$ cat config.mk
export PLATFORM = sky130hd
export DESIGN_NAME = srf_sequencer
export DESIGN_NICKNAME = d
export VERILOG_FILES = /design/src/rtl/srf_pkg.sv /design/src/rtl/srf_downcnt.sv /design/src/rtl/srf_clkgate.sv /design/src/rtl/srf_fsm.sv /design/src/rtl/srf_sequencer.sv
export SDC_FILE = /design/constraint.sdc
export NUM_CORES = 1
export LEC_CHECK = 0
export ABC_AREA = 1
export BUFFER_PORTS_ARGS = -buffer_cell sky130_fd_sc_hd__clkbuf_2
export CAP_MARGIN = 20
export CORE_UTILIZATION = 30
export DETAILED_ROUTE_END_ITERATION = 16
export PLACE_DENSITY_LB_ADDON = 0.3
export REMOVE_ABC_BUFFERS = 1
export SLEW_MARGIN = 20
export SYNTH_ARGS = -nofsm -noshare
export SYNTH_HDL_FRONTEND = slang
export SYNTH_HIERARCHICAL = 1
export SYNTH_SLANG_ARGS = --single-unit
$ cat constraint.sdc
create_clock -name clk -period 3.75 [get_ports clk]
set_clock_uncertainty 0.05 [all_clocks]
set_input_delay 0.5625 -clock clk [delete_from_list [all_inputs] [get_ports clk]]
set_output_delay 0.5625 -clock clk [all_outputs]
set_load 0.03 [all_outputs]
$ cat src/rtl/srf_pkg.sv
package srf_pkg;
   typedef enum logic [1:0] {
      ST_IDLE  = 2'd0,
      ST_ENTER = 2'd1,
      ST_SREF  = 2'd2,
      ST_EXIT  = 2'd3
   } srf_state_e;
endpackage

$ cat src/rtl/srf_downcnt.sv
module srf_downcnt #(
   parameter int W = 16
) (
   input  logic         clk,
   input  logic         rst_n,
   input  logic         load,
   input  logic [W-1:0] load_val,
   output logic         last_o
);
   logic [W-1:0] cnt;

   // saturating down counter; "last" means zero or one cycle remains
   always_ff @(posedge clk) begin
      if (!rst_n)          cnt <= '0;
      else if (load)       cnt <= load_val;
      else if (cnt != '0)  cnt <= cnt - 1'b1;
   end

   assign last_o = (cnt[W-1:1] == '0);
endmodule

$ cat src/rtl/srf_clkgate.sv
module srf_clkgate #(
   parameter bit REG_OUT = 1'b0
) (
   input  logic clk,
   input  logic rst_n,
   input  logic clk_off,
   input  logic sr_active,
   output logic clk_en
);
   generate
      if (REG_OUT) begin : g_reg
         logic en_q;
         always_ff @(posedge clk) begin
            if (!rst_n) en_q <= 1'b1;
            else        en_q <= !(clk_off && sr_active);
         end
         assign clk_en = en_q;
      end else begin : g_comb
         assign clk_en = !(clk_off && sr_active);
      end
   endgenerate
endmodule

$ cat src/rtl/srf_fsm.sv
module srf_fsm
   import srf_pkg::*;
#(
   parameter int W = 16
) (
   input  logic         clk,
   input  logic         rst_n,
   input  logic         srf_req,
   input  logic         clk_off,
   input  logic         acc_req,
   input  logic         acc_rd,
   input  logic [W-1:0] t_enter,
   input  logic [W-1:0] t_ras,
   input  logic [W-1:0] t_xsnr,
   input  logic [W-1:0] t_xsrd,
   input  logic         cnt_last,
   output logic         cnt_load,
   output logic [W-1:0] cnt_val,
   output logic         cke,
   output logic         sr_active,
   output logic         bus_err,
   output logic         acc_gnt
);
   srf_state_e state, nxt;
   logic       pend;
   logic       want_entry;

   assign want_entry = srf_req || pend;

   always_comb begin
      nxt      = state;
      cnt_load = 1'b0;
      cnt_val  = '0;
      unique case (state)
         ST_IDLE: if (want_entry && !acc_req) begin
            nxt      = ST_ENTER;
            cnt_load = 1'b1;
            cnt_val  = t_enter;
         end
         ST_ENTER: if (cnt_last) begin
            nxt      = ST_SREF;
            cnt_load = 1'b1;
            cnt_val  = t_ras;
         end
         ST_SREF: if (cnt_last && acc_req && !clk_off) begin
            nxt      = ST_EXIT;
            cnt_load = 1'b1;
            cnt_val  = acc_rd ? t_xsrd : t_xsnr;
         end
         ST_EXIT: if (cnt_last) nxt = ST_IDLE;
         default: nxt = ST_IDLE;
      endcase
   end

   always_ff @(posedge clk) begin
      if (!rst_n) begin
         state     <= ST_IDLE;
         pend      <= 1'b0;
         cke       <= 1'b1;
         sr_active <= 1'b0;
         bus_err   <= 1'b0;
      end else begin
         state     <= nxt;
         pend      <= (state == ST_IDLE) && want_entry && acc_req;
         cke       <= (nxt == ST_IDLE) || (nxt == ST_EXIT);
         sr_active <= (nxt == ST_SREF);
         bus_err   <= (state == ST_SREF) && acc_req && clk_off && !bus_err;
      end
   end

   assign acc_gnt = (state == ST_IDLE) && acc_req;

   // status high means clock-enable is low
   p_status_cke_r3: assert property (@(posedge clk) disable iff (!rst_n)
      sr_active |-> !cke);
   // error is a single-cycle pulse
   p_err_pulse_r8: assert property (@(posedge clk) disable iff (!rst_n)
      bus_err |=> !bus_err);
   // refused access leaves the device asleep
   p_err_keeps_sref_r8: assert property (@(posedge clk) disable iff (!rst_n)
      bus_err |-> (sr_active && !cke && !acc_gnt));
   // grant only with the device awake
   p_gnt_awake_r5: assert property (@(posedge clk) disable iff (!rst_n)
      acc_gnt |-> (cke && !sr_active));
   // clock-enable rises only when leaving self-refresh
   p_exit_from_sref_r4: assert property (@(posedge clk) disable iff (!rst_n)
      $rose(cke) |-> $past(sr_active));
   // entry never overlaps an access
   p_entry_no_access_r9: assert property (@(posedge clk) disable iff (!rst_n)
      $fell(cke) |-> !$past(acc_req));
endmodule

$ cat src/rtl/srf_sequencer.sv
module srf_sequencer #(
   parameter int CNT_W      = 16,
   parameter bit GATE_REG   = 1'b0
) (
   input  logic             clk,
   input  logic             rst_n,
   input  logic             srf_req,
   input  logic             clk_off,
   input  logic             acc_req,
   input  logic             acc_rd,
   input  logic [CNT_W-1:0] t_enter,
   input  logic [CNT_W-1:0] t_ras,
   input  logic [CNT_W-1:0] t_xsnr,
   input  logic [CNT_W-1:0] t_xsrd,
   output logic             cke,
   output logic             mem_clk_en,
   output logic             sr_active,
   output logic             bus_err,
   output logic             acc_gnt
);
   localparam int MIN_W = 8;   // must hold a 200-cycle relock wait
   localparam int MAX_W = 32;

   generate
      if (CNT_W < MIN_W || CNT_W > MAX_W) begin : g_bad_width
         $error("srf_sequencer: CNT_W out of range");
      end
   endgenerate

   logic             cnt_load;
   logic [CNT_W-1:0] cnt_val;
   logic             cnt_last;

   srf_fsm #(.W(CNT_W)) u_fsm (
      .clk       (clk),
      .rst_n     (rst_n),
      .srf_req   (srf_req),
      .clk_off   (clk_off),
      .acc_req   (acc_req),
      .acc_rd    (acc_rd),
      .t_enter   (t_enter),
      .t_ras     (t_ras),
      .t_xsnr    (t_xsnr),
      .t_xsrd    (t_xsrd),
      .cnt_last  (cnt_last),
      .cnt_load  (cnt_load),
      .cnt_val   (cnt_val),
      .cke       (cke),
      .sr_active (sr_active),
      .bus_err   (bus_err),
      .acc_gnt   (acc_gnt)
   );

   srf_downcnt #(.W(CNT_W)) u_cnt (
      .clk      (clk),
      .rst_n    (rst_n),
      .load     (cnt_load),
      .load_val (cnt_val),
      .last_o   (cnt_last)
   );

   srf_clkgate #(.REG_OUT(GATE_REG)) u_gate (
      .clk       (clk),
      .rst_n     (rst_n),
      .clk_off   (clk_off),
      .sr_active (sr_active),
      .clk_en    (mem_clk_en)
   );

   // the clock is never stopped while the device is awake
   p_gate_in_sref_r7: assert property (@(posedge clk) disable iff (!rst_n)
      (!mem_clk_en) |-> !cke);
endmodule

# [After elaboration in Yosys (flattened, before gate mapping)]
# Cells that the tools add are included.
[totals] romBits=0 mem_bits_rw=0 out_inout_bits=5 elab_cells=49 inputBits=70 regBits=22 n_memories=0 latch_bits=0
[op_classes] magnitude_cmp=0 n_shift=0 n_mul=0 reduce_logical=21 add_sub_neg=1 n_eq_ne=5 bitwise=0 div=0 n_mux=16
[op_table] cell="$mux 16" n=6
[op_table] cell="$pmux 16 s3" n=1
[op_table] cell="$reduce_bool 16->1" n=1
[op_table] cell="$sub 16x1->16 const B" n=1
[op_table] cell="$logic_not 15->1" n=1
[op_table] cell="$logic_and 1x1->1" n=10
[op_table] cell="$eq 2x2->1 const B" n=4
[op_table] cell="$mux 2" n=4
[op_table] cell="$pmux 2 s4" n=1
[op_table] cell="$logic_not 1->1" n=4
[op_table] cell="$logic_not 2->1" n=2
[op_table] cell="$mux 1" n=3
[op_table] cell="$pmux 1 s3" n=1
[op_table] cell="$eq 2x1->1 const B" n=1
[op_table] cell="$logic_or 1x1->1" n=2
[op_table] cell="$reduce_bool 2->1" n=1

# [Logic depth before layout (Yosys ltp)]
# Gate-level depths: netlist of run 1.
[logic_depth] word_depth=7 mapped_depth=13 mapped_depth_nobuf=13

# [By module]
# The synthesis of run 1 kept the hierarchy.
[by_module_without_submodules] mod="srf_downcnt" cells_per_inst=194 area_each_um2=1159.9 instances=1 seq_area_each_um2=320.3
[by_module_without_submodules] mod="srf_fsm" cells_per_inst=162 area_each_um2=960.9 instances=1 seq_area_each_um2=120.1
[by_module_without_submodules] mod="srf_clkgate" cells_per_inst=1 area_each_um2=3.8 instances=1 seq_area_each_um2=0.0

# [Least setup slack after synthesis of run 1]
# Ideal clock, no wire load.
[synth_timing] path_kind="register to register" from="register u_cnt.cnt[9]" to="register u_cnt.cnt[7]" stages_incl_launch_ff=13 setup_slack_ns=1.421 n_path_buf=2 synth_period_minus_slack_ns=2.329 t_arrival_ns=2.167 required_time_ns=3.588 setup_ns=0.112 cell_sequence="dfxtp_1 -> nor2_1 -> nand2_1 -> nor4_1 -> nand2_1 -> nor2_1 -> nand2_1 -> nand3_1 -> buf_2 -> buf_2 -> o21ai_0 -> nand2_1 -> nand2_1"
[synth_between] elab_chain_cells=6 elab_cells_between_ends=12 classes_between="7 x mux; 5 x reduce/logical"
[synth_rtl] item="start: declaration" line="srf_downcnt.sv:10" source="logic [W-1:0] cnt;"
[synth_rtl] item="start signal: assignment" line="srf_downcnt.sv:15" source="else if (load) cnt <= load_val;"
[synth_rtl] item="start signal: assignment" line="srf_downcnt.sv:16" source="else if (cnt != '0) cnt <= cnt - 1'b1;"
[synth_rtl] item="$logic_not 15->1 (*)" line="srf_downcnt.sv:19" source="assign last_o = (cnt[W-1:1] == '0);"
[synth_rtl] item="net cnt_last" line="srf_sequencer.sv:32" source="logic cnt_last;"
[synth_rtl] item="$logic_and 1x1->1 (2 in a row)" line="srf_fsm.sv:45" source="ST_SREF: if (cnt_last && acc_req && !clk_off) begin"
[synth_rtl] item="$mux 1" line="srf_fsm.sv:45"
[synth_rtl] item="$pmux 1 s3 (*)" line="srf_fsm.sv:34" source="unique case (state)"
[synth_rtl] item="net cnt_load" line="srf_sequencer.sv:30" source="logic cnt_load;"
[synth_rtl] item="$mux 16 / $reduce_bool 2->1 (equally long branches)"
# The timed path passes the listed nets; every way through them passes the cells marked *.
# A chain may end at the register's enable or synchronous reset.

# [Worst setup path in the final report of run 1]
[layout_timing] from="register u_cnt.cnt[9]" to="register u_cnt.cnt[9]"
# The elaborated chain is that of the path after synthesis.

==> results of run 1 <==
layout by cell type (no fill, tap or decap), drive strengths merged, types with 2 or more instances in the layout:
| master | count |
|---|---|
| nor3 | 3 |
| nor2 | 42 |
| nand4 | 2 |
| nand2 | 138 |
| dfxtp | 22 |
| a31oi | 2 |
| nand3 | 40 |
| or2 | 2 |
| ha | 2 |
| a21oi | 9 |
| inv | 51 |
| o211ai | 3 |
| clkbuf | 77 |
| o21ai | 23 |
path summary, 6_finish.rpt:
path,to,slack [ns],cells after the start
hold / removal,u_fsm/bus_err,0.38,1
setup reg to reg,u_cnt/cnt[9],0.94,13
hold reg to reg,u_fsm/bus_err,0.38,1
setup / recovery,u_cnt/cnt[9],0.94,13
synthesized netlist by cell type:
cell / count
nor3_4: 1
buf_8: 1
inv_2: 4
buf_12: 1
and3_1: 1
nor3_1: 2
and2_1: 1
nor2_4: 4
o21ai_1: 1
nand2_1: 121
a21oi_1: 9
buf_4: 1
nor2_2: 2
buf_6: 2
o21ai_2: 1
ha_1: 2
clkbuf_1: 2
or2_2: 2
a31oi_1: 2
buf_2: 4
o21bai_1: 1
o211ai_1: 3
inv_4: 2
nor4_1: 1
nand3_2: 19
nor2_8: 1
inv_1: 45
nand2_4: 1
nand2_2: 16
nand4_1: 2
xor2_1: 1
dfxtp_1: 22
nor3b_1: 1
o21ai_0: 21
nor2_1: 35
a21boi_0: 1
nand3_1: 21
power by group:
part / switching, W / internal [W]
Clock: 0.0000878 / 0.000143
Sequential: 0.0000789 / 0.000310
Combinational: 0.000612 / 0.000333
Total: 0.000779 / 0.000786
cell families after synthesis:
logic type               Yosys count  share of synthesized area (%)
buffers and inverters             62                           13.6
flip-flops                        22                           20.7
XOR/XNOR                           1                          0.412
AO/OA/AOI/OAI                     39                           10.1
AND/OR/NAND/NOR                  231                           54.0
adder cells (fa/ha/maj)            2                           1.18
routing by layer:
metal	global-route usage (%)	vias up	wire length [um]
met5	0	-	0
met4	4.85	0	53
met3	1.06	7	166
met2	26.8	61	2680
met1	20.3	1012	2570
li1	-	1250	-
layout make-up:
type	instances	area, sq um	area share (%)
Clock inverter	1	30.0	1.15
Timing Repair Buffer	75	378	14.5
Sequential cell	22	440	16.9
Inverter	51	196	7.55
Tap cell	96	120	4.62
Multi-Input combinational cell	273	1400	53.6
Clock buffer	3	41.3	1.59
flip-flops by register name, indices dropped and copies added (netlist names):
register	cells
u_fsm/sr_active	1
u_fsm/bus_err	1
u_cnt/cnt	16
u_fsm/state	2
u_fsm/cke	1
u_fsm/pend	1
critical path, cell delays in order (launching register included):
cell and delay, ns:
dfxtp_1 0.34, nor2_1 0.22, nand2_1 0.13, nor4_1 0.67, nand2_1 0.10, nor2_1 0.12, nand2_1 0.08, nand3_1 0.31
nor3_4 0.10, nand2_2 0.24, nand2_1 0.14, inv_1 0.14, nand2_1 0.06, nand2_1 0.07
metrics by stage:
stage	util [%]	std cells	area, sq um	hold slack (ns)
global route	38.1	521	2600	0.415
floorplan	-	346	2030	0.406
detailed placement	37.0	517	2530	0.368
global placement	37.0	517	2530	0.367
finish	38.1	521	2600	0.378
CTS	38.1	521	2600	0.382
==> results.sh, run 1 <==
export IMPL_fp_row_count=30
export IMPL_timing_fmax_mhz=356
export IMPL_endpoint_kind="flip-flop"
export IMPL_leakage_nw=1.51
export IMPL_tns_ns=0
export IMPL_nNetsFinal=498
export IMPL_postCtsHoldBufs=0
export IMPL_arrival_ns=2.98
export IMPL_ys_ff_latch=22
export IMPL_slew_headroom_pct=50.0
export IMPL_clock_root_buffer="clkbuf_8"
export IMPL_antenna_found_initial=0
export IMPL_grt_max_degree=33
export IMPL_startpoint="u_cnt/cnt[9]"
export IMPL_tightest_slew_ns=0.743
export IMPL_setup_viol=0
export IMPL_clkTransAtPathRegs_ns=0.09
export IMPL_worstSkewPairLatency_ns=0.27
export IMPL_period_share_pct=75.0
export IMPL_p_total_w=0.00156
export IMPL_route_detailed_drc=0
export IMPL_place_congestion=0.868
export IMPL_drive_above_1_share_pct=31.1
export IMPL_num_vias=2330
export IMPL_num_antenna_cells=0
export IMPL_start_util_pct=31.1
export IMPL_wl_per_cell_um=10.5
export IMPL_firstDrtPassIters=4
export IMPL_fill_cells=799
export IMPL_hp_class="reg -> reg"
export IMPL_grt_pass1_vias=2154
export IMPL_min_period_ns=2.81
export IMPL_wirelength_mm=5.47
export IMPL_htreeDepth=1
export IMPL_synth_cell_type_count=37
export IMPL_syn_avg_cell_area_sq_um=5.95
export IMPL_peakVddDrop_v=0.000214
export IMPL_yosysWarningCount=6
export IMPL_worstReg2RegStart="u_cnt/cnt[9]"
export IMPL_min_from="u_fsm/bus_err"
export IMPL_cts_tree="built"
export IMPL_grt_first_pass_wirelength_mm=9.36
export IMPL_drtAntennaViolNets=0
export IMPL_synth_top_area_share_pct=21.4
export IMPL_cts_resized_gates=0
export IMPL_critPathKind="reg -> reg"
export IMPL_slew_violations=0
export IMPL_cts_setup_buffers=0
export IMPL_status="finished, final reports clean"
export IMPL_drt_vias_per_instance=4.47
export IMPL_gr_usage_all_layers_pct=15.4
export IMPL_start_kind="flip-flop"
export IMPL_boundaryPins=75
export IMPL_cp_required_ns=3.92
export IMPL_yosysSeqAreaShare_pct=20.7
export IMPL_cts_buffer_depth=2
export IMPL_syn_area_sq_um=2120
export IMPL_maxCapViolCount=0
export IMPL_core_area_sq_um=6830
export IMPL_clock_sinks=22
export IMPL_finalHoldViolCount=0
export IMPL_p_per_area_nw_per_um2=601
export IMPL_postLayoutSetupSlackWorst_ns=0.937
export IMPL_fp_dieW_um=86.2
export IMPL_die_height_um=86.2
export IMPL_syn2layout_area_growth_pct=22.4
export IMPL_yosysTopAreaCell="nand2_1"
export IMPL_numCtsBuffers=3
export IMPL_post_place_ws_ns=0.996
export IMPL_drtIter0Drc=116
export IMPL_numPortBuffers=74
export IMPL_dpl_hpwl_mm=4.37
export IMPL_rsz0062_at_grt="no"
export IMPL_cp_max_fo=13
export IMPL_synthCells=357
export IMPL_synth_area_leaders="nand2_1, dfxtp_1, nand3_2"
export IMPL_die_area_sq_um=7420
export IMPL_overflow=0
(Power assumes the default switching activity.)
==> run 2: changes to the inputs <==
==> constraint.sdc (replaced) <==
create_clock -name clk -period 2.7 [get_ports clk]
set_clock_uncertainty 0.05 [all_clocks]
set_input_delay 0.405 -clock clk [delete_from_list [all_inputs] [get_ports clk]]
set_output_delay 0.405 -clock clk [all_outputs]
set_load 0.03 [all_outputs]
==> run 2 against run 1 <==
Effect of this change: setup slack got worse by 0.57 ns; combinational power increased by 41%; final cell count increased by 0.38%; final area increased by 0.14%; register-to-register slack got worse by 0.57 ns; via count decreased by 0.52%; sequential power increased by 38%; clock power increased by 6%; largest cell class unchanged; largest power group unchanged.
==> results.sh, run 2 (synthesis results as in run 1) <==
export IMPL_dpl_hpwl_mm=4.49
export IMPL_clock_root_buffer="clkbuf_8"
export IMPL_cp_required_ns=2.87
export IMPL_clkTransAtPathRegs_ns=0.09
export IMPL_drt_vias_per_instance=4.43
export IMPL_antenna_found_initial=0
export IMPL_syn2layout_area_growth_pct=22.6
export IMPL_nNetsFinal=500
export IMPL_p_seq_share_pct=25.3
export IMPL_period_share_pct=86.5
export IMPL_largest_register_ffs=16
export IMPL_cts_setup_buffers=0
export IMPL_tns_ns=0
export IMPL_internal_power_w=0.00104
export IMPL_endpoint_kind="flip-flop"
export IMPL_leakage_nw=1.52
export IMPL_arrival_ns=2.50
export IMPL_slew_violations=0
export IMPL_place_congestion=0.886
export IMPL_drive_above_1_share_pct=31.6
export IMPL_fp_row_count=30
export IMPL_num_antenna_cells=0
export IMPL_r2r_slack_ns=0.36
export IMPL_die_area_sq_um=7420
export IMPL_boundaryPins=75
export IMPL_gr_usage_all_layers_pct=15.1
export IMPL_cts_tree="built"
export IMPL_grt_first_pass_wirelength_mm=9.11
export IMPL_hold_end="u_fsm/bus_err"
export IMPL_hp_class="in -> reg"
export IMPL_whs_ns=0.357
export IMPL_worstRegToRegCells=14
export IMPL_numPortBuffers=74
export IMPL_cp_max_fo=13
export IMPL_timing_fmax_mhz=428
export IMPL_r2r_end="u_cnt/cnt[9]"
export IMPL_grt_pass1_vias=2034
export IMPL_tightest_slew_ns=0.494
export IMPL_clock_sinks=22
export IMPL_wirelength_mm=5.44
export IMPL_rsz0062_at_grt="no"
export IMPL_p_sw_share_pct=51.0
export IMPL_core_area_sq_um=6830
export IMPL_cts_buffer_depth=2
export IMPL_p_sw_w=0.00108
export IMPL_start_kind="flip-flop"
export IMPL_p_per_area_nw_per_um2=811
export IMPL_startpoint="u_cnt/cnt[7]"
export IMPL_start_util_pct=31.1
export IMPL_final_common_cell="nand2_1"
export IMPL_grt_max_degree=33
export IMPL_pwr_share_clk_pct=11.7
export IMPL_drtIter0Drc=147
export IMPL_min_period_ns=2.34
export IMPL_num_vias=2318
export IMPL_layout_common_cells="nand2_1, clkbuf_2, inv_1"
export IMPL_drtAntennaViolNets=0
export IMPL_combPwrFrac_pct=63.0
export IMPL_firstDrtPassIters=4
export IMPL_multiInputGateArea_sq_um=1400
export IMPL_maxCapViolCount=0
export IMPL_setup_viol=0
export IMPL_worstReg2RegStart="u_cnt/cnt[7]"
export IMPL_worstSkewPairLatency_ns=0.27
export IMPL_overflow=0
export IMPL_slew_headroom_pct=67.0
export IMPL_wl_per_cell_um=10.4
export IMPL_status="finished, final reports clean"
export IMPL_seq_area_sq_um=440
export IMPL_hold_depth=3
export IMPL_finalHoldViolCount=0
export IMPL_postCtsHoldBufs=0
export IMPL_min_from="clk_off"
export IMPL_top_register="u_cnt/cnt"
export IMPL_fill_cells=757
export IMPL_die_height_um=86.2
export IMPL_numCtsBuffers=3
export IMPL_reg_top3="u_cnt/cnt (16), u_fsm/state (2)"
export IMPL_fp_dieW_um=86.2
export IMPL_route_detailed_drc=0
export IMPL_peakVddDrop_v=0.000294
export IMPL_htreeDepth=1
export IMPL_critPathKind="reg -> reg"
export IMPL_cts_resized_gates=0
run 2: cell count changes in the layout (fill, tap and decap cells not counted), sizes merged:
| cell | before | now |
|---|---|---|
| buf | 1 | 3 |
| bufinv | 1 | 0 |
| clkbuf | 77 | 78 |
run 2: worst max-delay path, stage by stage (launching register included):
cell	delay (ns)
dfxtp_1	0.36
nor2_2	0.20
nand2_1	0.11
nor4_1	0.29
buf_4	0.19
nand2_1	0.05
nor2_1	0.09
nand2_1	0.09
nand3_2	0.16
nor3_4	0.08
nand2_2	0.22
nand2_1	0.13
inv_1	0.14
nand2_1	0.06
nand2_1	0.06
run 2: final cells by class:
cell class | count | share of cell area (%)
multi-input combinational | 273 | 53.7
timing repair buffer | 77 | 15.1
inverter | 51 | 7.54
tap | 96 | 4.61
sequential | 22 | 16.9
clock buffer | 4 | 2.11
run 2: metrics by stage:
stage                     area, sq um  power, W  utilization (%)  worst slack [ns]  std cells
final                            2610   0.00211             38.1             0.364        523
after global placement           2540   0.00188             37.3             0.342        519
after global routing             2610   0.00233             38.1            0.0184        523
after floorplan                  2030   0.00152                -           -0.0160        346
after CTS                        2600   0.00211             38.1             0.256        523
after detailed placement         2540   0.00187             37.3             0.285        519
run 2: worst max path at each step:
stage | end | depth (start not counted) | slack (ns)
after global routing | u_cnt/cnt[7] | 14 | 0.02
after floorplan | u_cnt/cnt[15] | 11 | -0.02
final | u_cnt/cnt[9] | 14 | 0.36
after CTS | u_cnt/cnt[15] | 12 | 0.26
after detailed placement | u_cnt/cnt[15] | 12 | 0.29
after global placement | u_cnt/cnt[15] | 12 | 0.34
run 2: routing by layer:
layer	vias to the layer above	part of all wire, %	track usage, %	wire [um]
met3	4	4.3	1.25	235
li1	1259	-	-	-
met5	-	0	0	0
met2	56	48	26.5	2620
met1	999	46	19.4	2520
met4	0	1.1	4.85	61
run 2: power groups by stage:
stage                     sequential, W  clock, W  combinational (W)
after global placement         0.000537         0            0.00134
final                          0.000535  0.000246            0.00133
after floorplan                0.000532         0           0.000989
after detailed placement       0.000540         0            0.00133
after global routing           0.000549  0.000262            0.00152
after CTS                      0.000532  0.000251            0.00133
